--- src/rtl/pixcap_pkg.sv ---
package pixcap_pkg;

    localparam int unsigned PIX_W_DEF      = 8;
    localparam int unsigned RAM_WORDS_DEF  = 1024;
    localparam int unsigned CNT_W_DEF      = 12;
    localparam int unsigned SYNC_DEPTH_DEF = 2;

    // Phase of the capture sequence.
    typedef enum logic [1:0] {
        PH_IDLE = 2'd0,
        PH_SKIP = 2'd1,
        PH_TAKE = 2'd2,
        PH_DONE = 2'd3
    } cap_phase_e;

    // Per-clock commands from the sequencer to the datapath.
    typedef struct packed {
        logic clr;   // clear the shared counter
        logic inc;   // advance the shared counter
        logic wr;    // write the current pixel
    } cap_ctl_t;

    function automatic int unsigned addr_bits(input int unsigned words);
        return (words < 2) ? 1 : $clog2(words);
    endfunction

endpackage

--- src/rtl/pixcap_sync.sv ---
module pixcap_sync #(
    parameter int unsigned STAGES = pixcap_pkg::SYNC_DEPTH_DEF
) (
    input  logic clk,
    input  logic rst_n,
    input  logic d_async,
    output logic q_sync
);
    logic [STAGES-1:0] chain;

    always_ff @(posedge clk) begin
        if (!rst_n) begin
            chain <= '0;
        end else begin
            chain <= (chain << 1) | STAGES'(d_async);
        end
    end

    assign q_sync = chain[STAGES-1];
endmodule

--- src/rtl/pixcap_count.sv ---
module pixcap_count #(
    parameter int unsigned CNT_W = pixcap_pkg::CNT_W_DEF
) (
    input  logic             clk,
    input  logic             rst_n,
    input  logic             clr,
    input  logic             inc,
    output logic [CNT_W-1:0] cnt
);
    always_ff @(posedge clk) begin
        if (!rst_n) begin
            cnt <= '0;
        end else if (clr) begin
            cnt <= '0;
        end else if (inc) begin
            cnt <= cnt + 1'b1;
        end
    end
endmodule

--- src/rtl/pixcap_seq.sv ---
module pixcap_seq
    import pixcap_pkg::*;
(
    input  logic       clk,
    input  logic       rst_n,
    input  logic       req,        // synchronized capture request
    input  logic       pix_ok,     // both qualifiers high
    input  logic       skip_hit,   // counter equals skip length
    input  logic       take_hit,   // counter equals capture length
    output cap_phase_e phase,
    output cap_ctl_t   ctl
);
    cap_phase_e phase_nxt;

    always_comb begin
        phase_nxt = phase;
        ctl       = '0;
        case (phase)
            PH_IDLE: begin
                ctl.clr = 1'b1;
                if (req) begin
                    phase_nxt = skip_hit ? PH_TAKE : PH_SKIP;
                end
            end
            PH_SKIP: begin
                if (!req) begin
                    phase_nxt = PH_IDLE;
                end else if (skip_hit) begin
                    phase_nxt = PH_TAKE;
                    ctl.clr   = 1'b1;
                end else begin
                    ctl.inc = pix_ok;
                end
            end
            PH_TAKE: begin
                if (!req) begin
                    phase_nxt = PH_IDLE;
                end else if (take_hit) begin
                    phase_nxt = PH_DONE;
                end else begin
                    ctl.inc = pix_ok;
                    ctl.wr  = pix_ok;
                end
            end
            PH_DONE: begin
                if (!req) begin
                    phase_nxt = PH_IDLE;
                end
            end
            default: phase_nxt = PH_IDLE;
        endcase
    end

    always_ff @(posedge clk) begin
        if (!rst_n) begin
            phase <= PH_IDLE;
        end else begin
            phase <= phase_nxt;
        end
    end
endmodule

--- src/rtl/pixcap_ctrl.sv ---
module pixcap_ctrl
    import pixcap_pkg::*;
#(
    parameter int unsigned PIX_W      = PIX_W_DEF,
    parameter int unsigned RAM_WORDS  = RAM_WORDS_DEF,
    parameter int unsigned CNT_W      = CNT_W_DEF,
    parameter int unsigned SYNC_DEPTH = SYNC_DEPTH_DEF,
    parameter int unsigned ADDR_W     = addr_bits(RAM_WORDS)
) (
    input  logic              clk_pix,
    input  logic              rst_n,
    input  logic              cap_en_async,
    input  logic              frame_ok,
    input  logic              line_ok,
    input  logic [PIX_W-1:0]  pix_in,
    input  logic [CNT_W-1:0]  skip_num,
    input  logic [CNT_W-1:0]  take_num,
    output logic              ram_we,
    output logic [ADDR_W-1:0] ram_addr,
    output logic [PIX_W-1:0]  ram_wdata,
    output logic              cap_done
);
    logic             en_sync;
    logic             pix_ok;
    logic             skip_hit;
    logic             take_hit;
    logic [CNT_W-1:0] count;
    cap_phase_e       phase;
    cap_ctl_t         ctl;

    pixcap_sync #(.STAGES(SYNC_DEPTH)) u_sync (
        .clk     (clk_pix),
        .rst_n   (rst_n),
        .d_async (cap_en_async),
        .q_sync  (en_sync)
    );

    assign pix_ok   = frame_ok & line_ok;
    assign skip_hit = (count == skip_num);
    assign take_hit = (count == take_num);

    pixcap_seq u_seq (
        .clk      (clk_pix),
        .rst_n    (rst_n),
        .req      (en_sync),
        .pix_ok   (pix_ok),
        .skip_hit (skip_hit),
        .take_hit (take_hit),
        .phase    (phase),
        .ctl      (ctl)
    );

    pixcap_count #(.CNT_W(CNT_W)) u_count (
        .clk   (clk_pix),
        .rst_n (rst_n),
        .clr   (ctl.clr),
        .inc   (ctl.inc),
        .cnt   (count)
    );

    // Registered write port toward the capture RAM.
    always_ff @(posedge clk_pix) begin
        if (!rst_n) begin
            ram_we    <= 1'b0;
            ram_addr  <= '0;
            ram_wdata <= '0;
        end else begin
            ram_we <= ctl.wr;
            if (ctl.wr) begin
                ram_addr  <= count[ADDR_W-1:0];
                ram_wdata <= pix_in;
            end
        end
    end

    assign cap_done = (phase == PH_DONE);
endmodule

--- config.mk ---
export PLATFORM = sky130hd
export DESIGN_NAME = pixcap_ctrl
export DESIGN_NICKNAME = d
export VERILOG_FILES = /design/src/rtl/pixcap_pkg.sv /design/src/rtl/pixcap_sync.sv /design/src/rtl/pixcap_count.sv /design/src/rtl/pixcap_seq.sv /design/src/rtl/pixcap_ctrl.sv
export SDC_FILE = /design/constraint.sdc
export NUM_CORES = 1
export LEC_CHECK = 0
export BUFFER_PORTS_ARGS = -buffer_cell sky130_fd_sc_hd__buf_2
export CAP_MARGIN = 10
export CORE_ASPECT_RATIO = 0.7
export CORE_MARGIN = 10
export CORE_UTILIZATION = 35
export DETAILED_ROUTE_END_ITERATION = 16
export SLEW_MARGIN = 20
export SYNTH_ARGS = -nofsm -noshare
export SYNTH_HDL_FRONTEND = slang
export SYNTH_SLANG_ARGS = --single-unit
--- constraint.sdc ---
create_clock -name clk_pix -period 2.7 [get_ports clk_pix]
set_input_delay 0.54 -clock clk_pix [delete_from_list [all_inputs] [get_ports clk_pix]]
set_output_delay 0.54 -clock clk_pix [all_outputs]
set_load 0.01 [all_outputs]
=== Word level (Yosys, flattened, before mapping) ===
Index checks and enable logic that the tools add are counted.

* Register bits after elaboration: 35
* Logic and storage cells: 38
* Output and inout bits: 20
* Bits of input ports: 37

* Add/sub/neg operators: 1
* Multiplexer cells: 16
* Bitwise logic cells: 3
* Equality and inequality tests: 9
* Reductions and logical operators: 3

{| class="wikitable"
|+ Operator list
! operator !! number
|-
| $eq A12 B12 Y1 || 2
|-
| $mux W2 || 10
|-
| $add A12 B1 Y12 const B || 1
|-
| $pmux W2 S4 || 1
|-
| $eq A2 B2 Y1 const B || 2
|-
| $ne A2 B2 Y1 const B || 2
|-
| $pmux W1 S2 || 2
|-
| $reduce_and A4 Y1 || 1
|-
| $mux W1 || 3
|-
| $ne A3 B2 Y1 const B || 1
|-
| $ne A3 B3 Y1 const B || 1
|-
| $eq A2 B1 Y1 const B || 1
|-
| $logic_not A2 Y1 || 1
|-
| $or A2 B1 Y2 || 1
|-
| $reduce_or A2 Y1 || 1
|-
| $and A1 B1 Y1 || 1
|-
| $not A1 Y1 || 1
|}

=== Depth between registers and ports, before layout ===
* Depth after elaboration: 5
* Gate-level depth with buffers: 9
* Gate-level depth less buffers: 7

=== Modules after synthesis ===
A second synthesis with hierarchy kept.

* Cells, all modules: 186
* Area total of the unflattened synthesis: 1845.5 µm²

{| class="wikitable"
|+ Modules (own cells, without submodules)
! module !! area each (µm²) !! cells each !! instances
|-
| pixcap_ctrl || 985.9 || 93 || 1
|-
| pixcap_count || 558.0 || 60 || 1
|-
| pixcap_seq || 249.0 || 29 || 1
|-
| pixcap_sync || 52.6 || 4 || 1
|}

=== Least setup slack after synthesis ===
Ideal clock, no wire load.

* Path type: in2reg
* Start point: input take_num[2]
* End point: register ram_addr[8]
* Slack: 0.765 ns
* Arrival time: 1.807 ns
* Path buffers: 2
* Stages: 8
* Data required time: 2.572 ns
* Cell sequence: xor2_1 nor4_1 a31oi_2 and3_4 buf_12 buf_12 mux2i_1 nor2_1

* Longest elaborated chain between the ends: 4

{| class="wikitable"
|+ Ends and longest elaborated chain
! element !! RTL line !! source
|-
| start, declared || pixcap_ctrl.sv:17 || <nowiki>input logic [CNT_W-1:0] take_num,</nowiki>
|-
| $eq A12 B12 Y1 || pixcap_ctrl.sv:40 || <nowiki>assign take_hit = (count == take_num);</nowiki>
|-
| $mux W2 || pixcap_seq.sv:38 || <nowiki>end else if (take_hit) begin</nowiki>
|-
| $mux W2 || pixcap_seq.sv:36 || <nowiki>if (!req) begin</nowiki>
|-
| $mux W1 || pixcap_seq.sv:18 || <nowiki>case (phase)</nowiki>
|-
| end signal, assigned || pixcap_ctrl.sv:70 || <nowiki>ram_addr <= count[ADDR_W-1:0];</nowiki>
|-
| end, declared || pixcap_ctrl.sv:19 || <nowiki>output logic [ADDR_W-1:0] ram_addr,</nowiki>
|}

Every way passes these cells.
A chain may end at the register's enable or synchronous reset.

=== Worst setup path in the final report ===
* Start point: register u_count.cnt[9]
* End point: register u_count.cnt[6]

* Longest elaborated chain between the ends: 5

{| class="wikitable"
|+ Ends and longest elaborated chain
! element !! RTL line !! source
|-
| start, declared || pixcap_count.sv:8 || <nowiki>output logic [CNT_W-1:0] cnt</nowiki>
|-
| start signal, assigned || pixcap_count.sv:16 || <nowiki>cnt <= cnt + 1'b1;</nowiki>
|-
| $eq A12 B12 Y1 || pixcap_ctrl.sv:39 || <nowiki>assign skip_hit = (count == skip_num);</nowiki>
|-
| $mux W1 || pixcap_seq.sv:28 || <nowiki>end else if (skip_hit) begin</nowiki>
|-
| $mux W2 || pixcap_seq.sv:26 || <nowiki>if (!req) begin</nowiki>
|-
| $pmux W1 S2 || pixcap_seq.sv:18 ||
|-
| $reduce_or A2 Y1 (no source line) || - ||
|}

Several ways; a longest one is shown, not always the timed one.

==> results.md <==
STA:
- Setup violations remaining at the end of the flow were counted as 0.
- Dividing the final minimum period by the clock period gives 0.8026.
- Based on the critical path, the design can be clocked at up to 461.5 MHz.
- The minimum setup slack in the final design is 0.5331 ns.
- After layout, the minimum clock period comes to 2.167 ns.
- The number of slew-limit violations in the final report is 0.
- The setup TNS is 0 ns.
- The final-report hold violation count was 0.
- On the final layout, the worst clock skew is 0.005905 ns.
- The relative slew slack is 0.6817.
- The transition time at the pin with the least slew margin is 0.4746 ns.
- Setup repair after global routing left no endpoint under its margin.

Yosys:
- Yosys printed 0 warnings.
- In this run, synthesis produced a sequential element count of 35.
- The fraction of the mapped netlist area in compound gates was 0.09253.
- The mean area per synthesized cell is 9.325 um2.
- In the post-synthesis netlist, the cell with the most instances is sky130_fd_sc_hd__dfxtp_1.
- The largest family of logic cells by synthesized area is simple AND/OR/NAND/NOR gates.
- In the synthesized netlist the async set-or-reset flop fraction comes to 0.
- The area share of fa/ha/maj cells after synthesis is 0.03305.
- The top cell type's share of synthesized area is 0.3701.
- The number of different library cells in the post-synthesis netlist is 37.
- The cell count after synthesis is 203.
- For this run, the register share of the synthesized area comes to 0.3701.
- The number of enable flip-flop cells after synthesis is 0.
- Sorting the synthesized cells by how often they occur yields 35 x sky130_fd_sc_hd__dfxtp_1, 24 x sky130_fd_sc_hd__nor2_1, 21 x sky130_fd_sc_hd__mux2i_1.
- The share of the synthesized netlist area taken by xor and xnor gates is 0.1157.
- The number of nets handed over by synthesis was 245.
- Among all flip-flop cells after synthesis, the most frequent one is sky130_fd_sc_hd__dfxtp_1.
- Summing every instance area after synthesis gives 1893 um2.
- By area the synthesized netlist is led by sky130_fd_sc_hd__dfxtp_1 37%, sky130_fd_sc_hd__mux2i_1 11%, sky130_fd_sc_hd__xor2_1 6.0%.
- Of all cell types, the one taking the most synthesized area is sky130_fd_sc_hd__dfxtp_1.
- The post-synthesis simple-gate area fraction is 0.1923.
- The multiplexer share of the synthesized area is 0.1110.

Clocking:
- The number of gates given a new drive strength after cts is 0.
- The number of hold buffers added after CTS was 0.
- The number of clock buffers added by TritonCTS is 5.
- TritonCTS built the clock tree.
- The root cell of the clock tree is sky130_fd_sc_hd__clkbuf_8.
- The maximum buffer depth of the clock tree is 2.
- The clock latency at the later pin of the worst-skew pair is 0.29 ns.
- The number of setup buffers added after CTS is 0.
- The H-tree level count is 2.
- After clock tree synthesis, the clock-pin slew on the worst setup and hold paths is 0.07 ns.
- The clock sink count is 35.

Drt:
- Once detail routing completed, the nets flagged for antenna violations numbered 0.
- In the routed design, unresolved DRC markers number 0.
- After detailed routing, the number of vias per cell comes to 4.862.
- Summing over every cut layer, the via total after detailed routing is 1590.
- The number of detailed-route iterations in the first pass is 4.
- The detailed router's first-iteration violation count is 80.
- For this block, the routed nets add up to 4756 um of wire.
- The average wire length per cell after detail routing is 14.54 um.

Job:
- The max-cap check violation count is 0.

Layout:
- The total area of multi-input combinational cells is 1031 um2.
- From synthesis to final layout, the design area changed by 18.11%.
- The footprint of the flip-flops and latches is 700.7 um2.
- The fill cell total of the finished layout is 553.
- In the final layout, the share of cells above drive strength 1 is 0.2941.
- Measured on the finished design, the core utilization comes to 0.4275.
- The repair_antennas step left the layout with diodes totalling 0.
- At the end of the flow, the number of nets in the layout was 296.

Floorplanning:
- From left edge to right edge, the die measures 107.9 um.
- The row count is 22.
- The floorplan die area is 8797 um2.
- In this run the vertical extent of the chip is 81.53 um.
- The starting density of the core is 0.3620.
- The count of boundary I/O pins is 57.
- The core outline area is 5230 um2.

Power and ir drop:
- The worst IR drop on VDD is 0.2326 mV.
- Dividing total power by cell area gives a power density of 493.3 nW/um2.
- The leakage component of the power is 0.9228 nW.
- The total power draw is 1.103 mW.

Global routing:
- The first-pass GRT wire length is 7424 um.
- The overall overflow remaining after global route is 0.
- After global routing, the most crowded layer is met2.
- The number of antenna violations at the first check in global routing was 0.
- The met1 track utilization from global routing is 0.1353.
- In the global route stage, overall resource usage came out at 0.1060.
- Entering global routing, the biggest net connects 20 pins.
- The met2 track demand over resource in global routing is 0.1578.
- In the global route stage, met3 resource usage came out at 0.04535.
- The via count of the first global-routing pass is 1500.

Setup path:
- For the worst setup path, the data required time is 2.92 ns.
- The critical path startpoint category is a flip-flop.
- The biggest fanout along the worst timing path is 12.
- The arrival time at the worst endpoint is 2.38 ns.
- The worst setup path is captured at a flip-flop.
- The critical path in this run is classified as flip-flop to flip-flop.

Placement:
- The final weighted congestion of routability-driven global placement is 0.7890.
- Buffers placed on the I/O ports in this run total 56.
- Once detailed placement completed, the half-perimeter wirelength came to 3679 um.
- The worst setup slack after placement is 0.4778 ns.

Min path:
- The type of the worst min-delay path is flip-flop to flip-flop.

Status:
- The flow ran to the end, and the final reports show no timing, DRC or antenna violations.
## cells in the final DEF (no fill, tap or decap), types with 6 or more instances in the layout
master                    count
sky130_fd_sc_hd__buf_2       56
sky130_fd_sc_hd__a21oi_1      7
sky130_fd_sc_hd__nor2_1      24
sky130_fd_sc_hd__xor2_1      13
sky130_fd_sc_hd__inv_1        6
sky130_fd_sc_hd__xnor2_1     12
sky130_fd_sc_hd__dfxtp_1     35
sky130_fd_sc_hd__nand2_1     13
sky130_fd_sc_hd__o21ai_0      8
sky130_fd_sc_hd__mux2i_1     21
## metrics by stage
| stage | std cells | cell area, um2 | hold WS, ns |
|---|---|---|---|
| after floorplan | 203 | 1893 | 0.4118 |
| final | 327 | 2236 | 0.4489 |
| after global placement | 319 | 2147 | 0.4146 |
| after detailed placement | 319 | 2147 | 0.4242 |
| after global routing | 327 | 2236 | 0.4587 |
| after CTS | 327 | 2236 | 0.4521 |
## state kept, by name, summed over array words and instances, names as in the netlist
signal	flops
ram_addr	10
ram_wdata	8
ram_we	1
u_count.cnt	12
u_seq.phase	2
u_sync.chain	2
## metal layers
metal  part of all wire  wire (um)
met1               0.47       2213
met2               0.44       2106
met3              0.078        372
met4              0.013         64
met5                  0          0
## final cells by class
type,count,area share
Timing Repair Buffer,59,0.1354
Sequential cell,35,0.3134
Clock inverter,3,0.008954
Clock buffer,5,0.03078
Tap cell,72,0.04029
Inverter,6,0.01007
Multi-Input combinational cell,147,0.4611
## path summary, 6_finish.rpt
check	start	to	slack [ns]	cells past startpoint
max	u_count.cnt[9]$_SDFFE_PP0P_	u_count.cnt[6]$_SDFFE_PP0P_	0.53	7
min	u_sync.chain[0]$_SDFF_PN0_	u_sync.chain[1]$_SDFF_PN0_	0.45	1
max reg2reg	u_count.cnt[9]$_SDFFE_PP0P_	u_count.cnt[6]$_SDFFE_PP0P_	0.53	7
min reg2reg	u_sync.chain[0]$_SDFF_PN0_	u_sync.chain[1]$_SDFF_PN0_	0.45	1
## worst max-delay path, stage by stage, from the launching register on
cell	delay (ns)
sky130_fd_sc_hd__dfxtp_1	0.53
sky130_fd_sc_hd__xor2_1	0.19
sky130_fd_sc_hd__nor4_1	0.08
sky130_fd_sc_hd__a31oi_2	0.28
sky130_fd_sc_hd__o21ai_2	0.17
sky130_fd_sc_hd__buf_4	0.20
sky130_fd_sc_hd__or4_1	0.50
sky130_fd_sc_hd__a21oi_1	0.14
## power by group
part           leakage, nW  internal (mW)  switching [mW]  total, mW
clock               0.0402          0.179           0.198      0.377
sequential           0.282          0.529          0.0149      0.544
combinational        0.600         0.0801           0.102      0.182
## cells by family (layout without fill, tap and decap cells)
kind of cell | count (synthesis) | count (layout)
simple gates | 69 | 69
compound gates | 27 | 27
mux | 21 | 21
fa+ha+maj | 5 | 5
flops | 35 | 35
buf+inv | 21 | 73
xor+xnor | 25 | 25
Note: power is estimated with default switching activity, not from simulation.
